<file path="src/rtl/ralu_pkg.sv">
package ralu_pkg;

    localparam logic [3:0] OP_REGOP = 4'h6;
    localparam logic [3:0] OP_SHIFT = 4'h7;

    typedef enum logic [1:0] {
        S_IDLE,
        S_WRITE,
        S_TRAP
    } ralu_state_e;

    typedef enum logic [1:0] {
        K_NONE,
        K_REG,
        K_SHIFT,
        K_BAD
    } ralu_kind_e;

    typedef enum logic [2:0] {
        F_MOV  = 3'd0,
        F_ADD  = 3'd1,
        F_AND  = 3'd2,
        F_INC  = 3'd3,
        F_INCA = 3'd4,
        F_DEC  = 3'd5,
        F_DECA = 3'd6,
        F_NOT  = 3'd7
    } ralu_fn_e;

endpackage

</file>
<file path="src/rtl/ralu_decode.sv">
module ralu_decode
    import ralu_pkg::*;
#(
    parameter int RIW = 3
) (
    input  logic [3:0]     op,
    input  logic [3:0]     b1,
    input  logic [7:0]     b2,
    output ralu_kind_e     kind,
    output ralu_fn_e       fn,
    output logic [RIW-1:0] dst_idx
);

    always_comb begin
        kind    = K_NONE;
        fn      = ralu_fn_e'(b1[2:0]);
        dst_idx = b2[RIW-1:0];
        if (op == OP_REGOP) begin
            kind = b1[3] ? K_BAD : K_REG;
        end else if (op == OP_SHIFT) begin
            kind    = K_SHIFT;
            dst_idx = b1[RIW-1:0];
        end
    end

endmodule

</file>
<file path="src/rtl/ralu_logic.sv">
module ralu_logic
    import ralu_pkg::*;
#(
    parameter int W    = 32,
    parameter int STEP = 4
) (
    input  ralu_fn_e       fn,
    input  logic [W-1:0]   a,
    input  logic [W-1:0]   d,
    output logic [W-1:0]   y
);

    localparam logic [W-1:0] ONE  = W'(1);
    localparam logic [W-1:0] WORD = W'(STEP);

    always_comb begin
        unique case (fn)
            F_MOV:  y = a;
            F_ADD:  y = d + a;
            F_AND:  y = d & a;
            F_INC:  y = d + ONE;
            F_INCA: y = d + WORD;
            F_DEC:  y = d - ONE;
            F_DECA: y = d - WORD;
            F_NOT:  y = ~d;
            default: y = d;
        endcase
    end

endmodule

</file>
<file path="src/rtl/ralu_shifter.sv">
module ralu_shifter #(
    parameter int W  = 32,
    parameter int AW = 8
) (
    input  logic [W-1:0]  val,
    input  logic [AW-1:0] amt,
    output logic [W-1:0]  y
);

    localparam logic [AW-1:0] ONE_A = {{(AW-1){1'b0}}, 1'b1};

    logic          go_right;
    logic [AW-1:0] mag;
    logic          too_far;

    always_comb begin
        go_right = amt[AW-1];
        mag      = go_right ? (~amt + ONE_A) : amt;
        too_far  = (int'(mag) >= W);
        if (go_right) begin
            if (too_far) y = {W{val[W-1]}};
            else         y = W'($signed(val) >>> mag);
        end else begin
            if (too_far) y = '0;
            else         y = val << mag;
        end
    end

endmodule

</file>
<file path="src/rtl/reg_alu_core.sv">
module reg_alu_core
    import ralu_pkg::*;
#(
    parameter int W     = 32,
    parameter int NREGS = 8,
    parameter int STEP  = 4
) (
    input  logic                     clk,
    input  logic                     rst_n,
    input  logic                     issue_valid,
    input  logic [3:0]               ins_op,
    input  logic [3:0]               ins_b1,
    input  logic [7:0]               ins_b2,
    input  logic [W-1:0]             src_val,
    input  logic [W-1:0]             dst_val,
    output logic                     wr_en,
    output logic [$clog2(NREGS)-1:0] wr_idx,
    output logic [W-1:0]             wr_data,
    output logic                     illegal_op
);

    localparam int RIW = $clog2(NREGS);

    ralu_state_e    state, state_nx;
    ralu_kind_e     kind;
    ralu_fn_e       fn;
    logic [RIW-1:0] dst_idx;
    logic [W-1:0]   log_y, shf_y, res;

    ralu_decode #(.RIW(RIW)) u_dec (
        .op      (ins_op),
        .b1      (ins_b1),
        .b2      (ins_b2),
        .kind    (kind),
        .fn      (fn),
        .dst_idx (dst_idx)
    );

    ralu_logic #(.W(W), .STEP(STEP)) u_log (
        .fn (fn),
        .a  (src_val),
        .d  (dst_val),
        .y  (log_y)
    );

    ralu_shifter #(.W(W), .AW(8)) u_shf (
        .val (dst_val),
        .amt (ins_b2),
        .y   (shf_y)
    );

    assign res = (kind == K_SHIFT) ? shf_y : log_y;

    always_comb begin
        state_nx = S_IDLE;
        if (issue_valid) begin
            unique case (kind)
                K_REG, K_SHIFT: state_nx = S_WRITE;
                K_BAD:          state_nx = S_TRAP;
                default:        state_nx = S_IDLE;
            endcase
        end
    end

    always_ff @(posedge clk) begin
        if (!rst_n) state <= S_IDLE;
        else        state <= state_nx;
    end

    always_ff @(posedge clk) begin
        if (!rst_n) begin
            wr_idx  <= '0;
            wr_data <= '0;
        end else if (state_nx == S_WRITE) begin
            wr_idx  <= dst_idx;
            wr_data <= res;
        end
    end

    always_comb begin
        wr_en      = 1'b0;
        illegal_op = 1'b0;
        unique case (state)
            S_WRITE: wr_en      = 1'b1;
            S_TRAP:  illegal_op = 1'b1;
            default: ;
        endcase
    end

endmodule

</file>
<file path="config.mk">
export PLATFORM = sky130hd
export DESIGN_NAME = reg_alu_core
export DESIGN_NICKNAME = d
export VERILOG_FILES = /design/src/rtl/ralu_pkg.sv /design/src/rtl/ralu_decode.sv /design/src/rtl/ralu_logic.sv /design/src/rtl/ralu_shifter.sv /design/src/rtl/reg_alu_core.sv
export SDC_FILE = /design/constraint.sdc
export NUM_CORES = 1
export LEC_CHECK = 0
export ABC_AREA = 1
export BUFFER_PORTS_ARGS = -buffer_cell sky130_fd_sc_hd__buf_2
export CAP_MARGIN = 40
export CORE_MARGIN = 3
export CORE_UTILIZATION = 24
export DETAILED_ROUTE_END_ITERATION = 8
export PLACE_DENSITY = 0.52
export SYNTH_ARGS = -nofsm -noshare
export SYNTH_HDL_FRONTEND = slang
export SYNTH_SLANG_ARGS = --single-unit
</file>
<file path="constraint.sdc">
create_clock -name clk -period 3.6 [get_ports clk]
set_input_delay 0.72 -clock clk [delete_from_list [all_inputs] [get_ports clk]]
set_output_delay 0.72 -clock clk [all_outputs]
set_load 0.01 [all_outputs]
</file>
==> flow_summary.json, run 1 <==
{
  "outcome": "finished with violations",
  "violations": "negative setup slack",
  "rr_endpoint": "wr_data[28]",
  "hold_viol": 0,
  "cts_made_buffers": 5,
  "p_int_w": 0.001964,
  "setup_viol": 23,
  "grt_pass1_vias": 15850,
  "wirelength_um": 61150,
  "critPathMaxStageDelay_ns": 0.37,
  "slew_viol_final": 0,
  "clock_sinks": 37,
  "fin_ws_ns": -0.4182,
  "finalCriticalPeriod_ns": 4.018,
  "hpwl_um": 49860,
  "synth_edf_count": 0,
  "htreeDepth": 2,
  "crit_family": "simple AND/OR/NAND/NOR gates",
  "crit_top_cell": "nand2_2",
  "ys_warn_count": 0,
  "initial_utilization_pct": 24.48,
  "diodes": 0,
  "async_flop_share_pct": 0,
  "crit_arrival_ns": 4.19,
  "max_slew_margin_pct": 53.84,
  "nFillCells": 4939,
  "ys_seq_area_share_pct": 6.799,
  "synth_cell_types": 51,
  "ant_nets": 0,
  "coreArea_sq_um": 44510,
  "p_per_area_nw_per_um2": 239.3,
  "portBuffers": 119,
  "final_core_util_pct": 37.01,
  "path_max_fanout": 3,
  "final.setup_skew_ns": 0,
  "fin_tns_setup_ns": -6.293,
  "clock_path_buffers": 2,
  "final_cell_mix": "nand2_1 (618), buf_4 (376), nand3_1 (354), inv_1 (135), buf_2 (114)",
  "p_sw_w": 0.001979,
  "pre_cts_ws_ns": -1.285,
  "drc": 0,
  "clk_latency_ns": 0.28,
  "criticalPathCategory": "in2reg",
  "rows": 77,
  "layout-drive-gt1-share_pct": 31.65,
  "num_vias": 16720,
  "maxCapViolCount": 0,
  "crit_path_end_kind": "flip-flop",
  "synth_seq_cells": 37,
  "netlist_area_sq_um": 10890,
  "drt-initial-drc-count": 1572,
  "area_growth_pct": 51.22,
  "pwr-share-seq_pct": 11.1,
  "viasPerCell": 5.372,
  "required_ns": 3.78,
  "syn_inst": 2090,
  "slowest_stage": "ha_1",
  "holdPathStages": 2,
  "fin_nets": 2667,
  "synthFlopType": "dfxtp_1",
  "period_share_pct": 111.6,
  "grt_pass1_wl_um": 91580,
  "antenna_found_initial": 0,
  "cts.clk_slew.worst_paths_ns": 0.07,
  "dr.pass1.iters": 6,
  "chipWidth_um": 219.1,
  "root_buffer": "clkbuf_16",
  "grt_max_degree": 64,
  "tightest_slew_ns": 0.6916,
  "reg2reg_depth": 4,
  "max_freq_ghz": 0.2489,
  "grt_usage_pct": 24.42,
  "post_synth.cell_area_avg_sq_um": 5.213,
  "pwr-share-comb_pct": 75.2,
  "wl_per_cell_um": 19.64,
  "clock_power_share_pct": 13.7,
  "cts_tree": "yes",
  "min_to": "wr_data[16]",
  "rr_startpoint": "wr_data[28]",
  "rsz0062_at_grt": "yes",
  "worst-path-buf-inv": 6,
  "hold_path.class": "reg2reg",
  "routabilityCongestion": 0.9989,
  "min_from": "wr_data[16]",
  "peakVddDrop_uv": 146.3,
  "p_leak_nw": 8.039,
  "dieHeight_um": 219.1,
  "grt_overflow": 0,
  "r2r_setup_slack_ns": 2.73,
  "io_pins": 120,
  "netSwitchingFraction_pct": 50.19,
  "cts_hold_buf": 0,
  "syn_nets": 2237,
  "dieArea_sq_um": 47990,
  "critPathLaunchType": "primary input",
  "final_common_cell": "nand2_1"
}
==> routing by layer <==
| layer | up-vias | wire (um) | share of wire [%] | GRT usage (%) |
|---|---|---|---|---|
| met5 | - | 0 | 0 | 0 |
| met4 | 0 | 3878 | 6.3 | 12.42 |
| met3 | 161 | 4350 | 7.1 | 2.520 |
| met2 | 783 | 27140 | 44 | 39.40 |
| met1 | 7759 | 25790 | 42 | 32.25 |
| li1 | 8020 | - | - | - |
==> state kept, by name, summed over array words and instances (netlist names) <==
name,cells
wr_data,32
wr_idx,3
state,2
==> worst max-delay path by stage <==
stage	endpoint	depth (start not counted)	from	slack, ns
2_1_floorplan	wr_data[24]	24	src_val[2]	-0.14
3_3_place_gp	wr_data[22]	21	src_val[1]	-1.22
3_5_place_dp	wr_data[22]	23	src_val[1]	-1.28
4_1_cts	wr_data[31]	30	src_val[5]	-0.46
5_1_grt	wr_data[29]	26	src_val[2]	-0.67
6_report	wr_data[26]	28	src_val[2]	-0.42
==> power by group through the flow <==
| stage | clock network [W] | logic, W | registers [W] |
|---|---|---|---|
| final | 0.000541 | 0.00296 | 0.000438 |
| after global routing | 0.000565 | 0.00320 | 0.000439 |
| after CTS | 0.000547 | 0.00270 | 0.000438 |
| after detailed placement | 0 | 0.00251 | 0.000447 |
| after global placement | 0 | 0.00251 | 0.000447 |
| after floorplan | 0 | 0.00134 | 0.000448 |
==> final cells by class <==
type,count,area [sq um],share of cell area (%)
clock buffer,6,138.9,0.8430
clock inverter,2,37.54,0.2278
timing repair buffer,527,3914,23.76
inverter,157,614.3,3.729
sequential,37,740.7,4.496
multi-input combinational,1792,10290,62.45
tap,592,740.7,4.496
==> worst min-delay path, delay by kind of cell (launching register included) <==
family / cells / cell delay, ns
AOI/OAI and AO/OA: 1 / 0.05
DFF: 1 / 0.31
and+or+nand+nor: 1 / 0.06
==> synth_stat cells, types with 4 or more instances <==
cell	n	area, sq um
inv_1	146	548.0
nor3_2	5	50.05
a21boi_0	5	37.54
a21o_1	8	60.06
buf_4	5	37.54
ha_1	62	775.7
inv_2	7	26.28
a21oi_1	148	740.7
a211oi_1	8	60.06
nand3b_1	9	67.56
buf_1	6	22.52
nor4_1	10	62.56
xnor2_1	6	52.55
nor2_1	127	476.7
nand3_1	379	1897
a311oi_1	9	78.83
o21a_1	9	67.56
o21ai_1	17	85.08
o2111ai_1	12	105.1
xor2_1	22	192.7
o211ai_1	22	165.2
o21bai_1	6	45.04
buf_2	37	185.2
nand2_1	657	2466
nor3_1	24	120.1
buf_6	4	45.04
a31oi_1	18	112.6
o221ai_1	4	35.03
o21ai_0	138	690.7
dfxtp_1	37	740.7
clkbuf_1	52	195.2
or2_2	26	162.7
nand4_1	36	225.2
==> cells by family (layout without fill, tap and decap cells) <==
group,after synthesis,after routing,share of synthesized area (%)
simple gates,1286,1286,51.80
compound gates,412,412,21.53
buf+inv,261,692,9.889
fa+ha+maj,64,64,7.488
flops,37,37,6.799
xor+xnor,29,29,2.400
mux,1,1,0.09188
==> per-stage QoR <==
step | power [W] | hold WS [ns] | cells | instance area, sq um
final | 0.003943 | 0.4660 | 3113 | 16470
after global routing | 0.004204 | 0.4892 | 3113 | 16470
after CTS | 0.003684 | 0.4620 | 3094 | 15710
after detailed placement | 0.002955 | 0.4519 | 3062 | 14740
after global placement | 0.002955 | 0.4542 | 3062 | 14740
after floorplan | 0.001793 | 0.4900 | 2090 | 10990
==> timing repair <==
action                                  in CTS  in global routing
endpoints found under the setup margin      23                 26
buffers inserted                            33                 20
pin swaps                                   72                102
resized for setup                          168                161
Power figures use the tool's default switching activity.
==> run 2, diff against run 1 <==
CAP_MARGIN = 20   (was 40)
CTS_BUF_LIST = sky130_fd_sc_hd__clkbuf_4 sky130_fd_sc_hd__clkbuf_8   (was default)
==> flow_summary.json, run 2 (synthesis results as in run 1) <==
{
  "outcome": "finished with violations",
  "violations": "negative setup slack",
  "root_buffer": "clkbuf_8",
  "met2_usage_pct": 39.49,
  "grt_pass1_wl_um": 90850,
  "drt-initial-drc-count": 1594,
  "final-seq-area_sq_um": 740.7,
  "final.setup_skew_ns": 0,
  "critPathLaunchType": "primary input",
  "pre_cts_ws_ns": -1.285,
  "reg_top3": "wr_data x32, wr_idx x3, state x2",
  "grt_pass1_vias": 15770,
  "final_cell_mix": "nand2_1 (614), buf_4 (374), nand3_1 (351), inv_1 (132), buf_2 (114)",
  "cts.clk_slew.worst_paths_ns": 0.10,
  "clk_latency_ns": 0.29,
  "crit_path_end_kind": "flip-flop",
  "busiest_layer": "met2",
  "wl_per_cell_um": 19.63,
  "nFillCells": 4938,
  "final_common_cell": "nand2_1",
  "cts_hold_buf": 0,
  "max_slew_margin_pct": 48.14,
  "num_vias": 16750,
  "final_core_util_pct": 37.17,
  "dr.pass1.iters": 6,
  "globalRouteMet3Util_pct": 2.077,
  "slowest_stage": "ha_4",
  "rows": 77,
  "clock_path_buffers": 2,
  "fin_tns_setup_ns": -5.570,
  "required_ns": 3.80,
  "ant_nets": 0,
  "p_leak_nw": 8.047,
  "grt_overflow": 0,
  "p_per_area_nw_per_um2": 231.4,
  "cts_made_buffers": 5,
  "grt_max_degree": 64,
  "path_max_fanout": 4,
  "routabilityCongestion": 0.9989,
  "cts_tree": "yes",
  "finalCriticalPeriod_ns": 3.996,
  "io_pins": 120,
  "coreArea_sq_um": 44510,
  "fin_nets": 2670,
  "slew_viol_final": 0,
  "crit_top_cell": "nand2_1",
  "dieArea_sq_um": 47990,
  "area_growth_pct": 51.87,
  "largest_reg_flops": 32,
  "chipWidth_um": 219.1,
  "antenna_found_initial": 0,
  "max_freq_ghz": 0.2502,
  "holdWs_ns": 0.4656,
  "hold_path.class": "reg2reg",
  "use_met1_pct": 32.26,
  "layout-drive-gt1-share_pct": 32.09,
  "dieHeight_um": 219.1,
  "portBuffers": 119,
  "htreeDepth": 2,
  "tightest_slew_ns": 0.7771,
  "hpwl_um": 49860,
  "critPathMaxStageDelay_ns": 0.32,
  "maxCapViolCount": 0,
  "grt_usage_pct": 24.25,
  "criticalPathCategory": "in2reg",
  "period_share_pct": 111.0,
  "drc": 0,
  "fin_area_sq_um": 16540,
  "crit_arrival_ns": 4.20,
  "setup_viol": 23,
  "dpl_cell_area_sq_um": 14740,
  "wirelength_um": 61180,
  "rsz0062_at_grt": "yes",
  "viasPerCell": 5.375,
  "hold_viol": 0,
  "multiInputGateArea_sq_um": 10360,
  "clock_sinks": 37,
  "initial_utilization_pct": 24.48,
  "fin_ws_ns": -0.3961,
  "top_register": "wr_data",
  "peakVddDrop_uv": 122.9
}
## run 2: cell types whose count changed in the layout (fill, tap and decap cells not counted), sizes merged
cell | before | now
buf | 527 | 530
diode | 0 | 1
## run 2: critical path: cells and delay by family
kind / cells / cell delay (ns)
buffers and inverters: 6 / 0.71
adder cells (fa/ha/maj): 1 / 0.32
AND/OR/NAND/NOR: 20 / 2.14
AO/OA/AOI/OAI: 3 / 0.34
## run 2: repair_timing
action,in CTS,in global routing
buffers inserted,24,30
pin swaps,60,121
setup endpoints to repair,23,26
gates resized for setup,149,205
hold endpoints to repair,0,0
## run 2: layout make-up
| type | instances | area share [%] |
|---|---|---|
| Tap cell | 592 | 4.477 |
| Sequential cell | 37 | 4.477 |
| Multi-Input combinational cell | 1792 | 62.61 |
| Inverter | 157 | 3.728 |
| Antenna cell | 1 | 0.01513 |
| Clock buffer | 6 | 0.4991 |
| Timing Repair Buffer | 530 | 23.97 |
| Clock inverter | 2 | 0.2269 |
## run 2: where the power goes
| group | total (W) | switching, W | internal, W |
|---|---|---|---|
| registers | 0.000438 | 0.0000131 | 0.000424 |
| clock network | 0.000404 | 0.000178 | 0.000226 |
| logic | 0.00299 | 0.00178 | 0.00120 |
## run 2: through the flow
stage	std cells	power, W
CTS	3090	0.003515
finish	3117	0.003828
detailed placement	3062	0.002955
global placement	3062	0.002955
global route	3116	0.004079
floorplan	2090	0.001793
## run 2: final timing paths
kind / from / end / slack (ns) / cells after the start
setup / recovery: src_val[1] / wr_data[26] / -0.40 / 30
setup reg to reg: wr_data[24] / wr_data[24] / 2.72 / 4
hold reg to reg: wr_data[16] / wr_data[16] / 0.47 / 2
hold / removal: wr_data[16] / wr_data[16] / 0.47 / 2
## run 2: per-layer routing
layer | up-vias | routed length (um)
met1 | 7788 | 25740
met3 | 153 | 4326
met2 | 773 | 27340
li1 | 8040 | -
met4 | 0 | 3770
met5 | - | 0
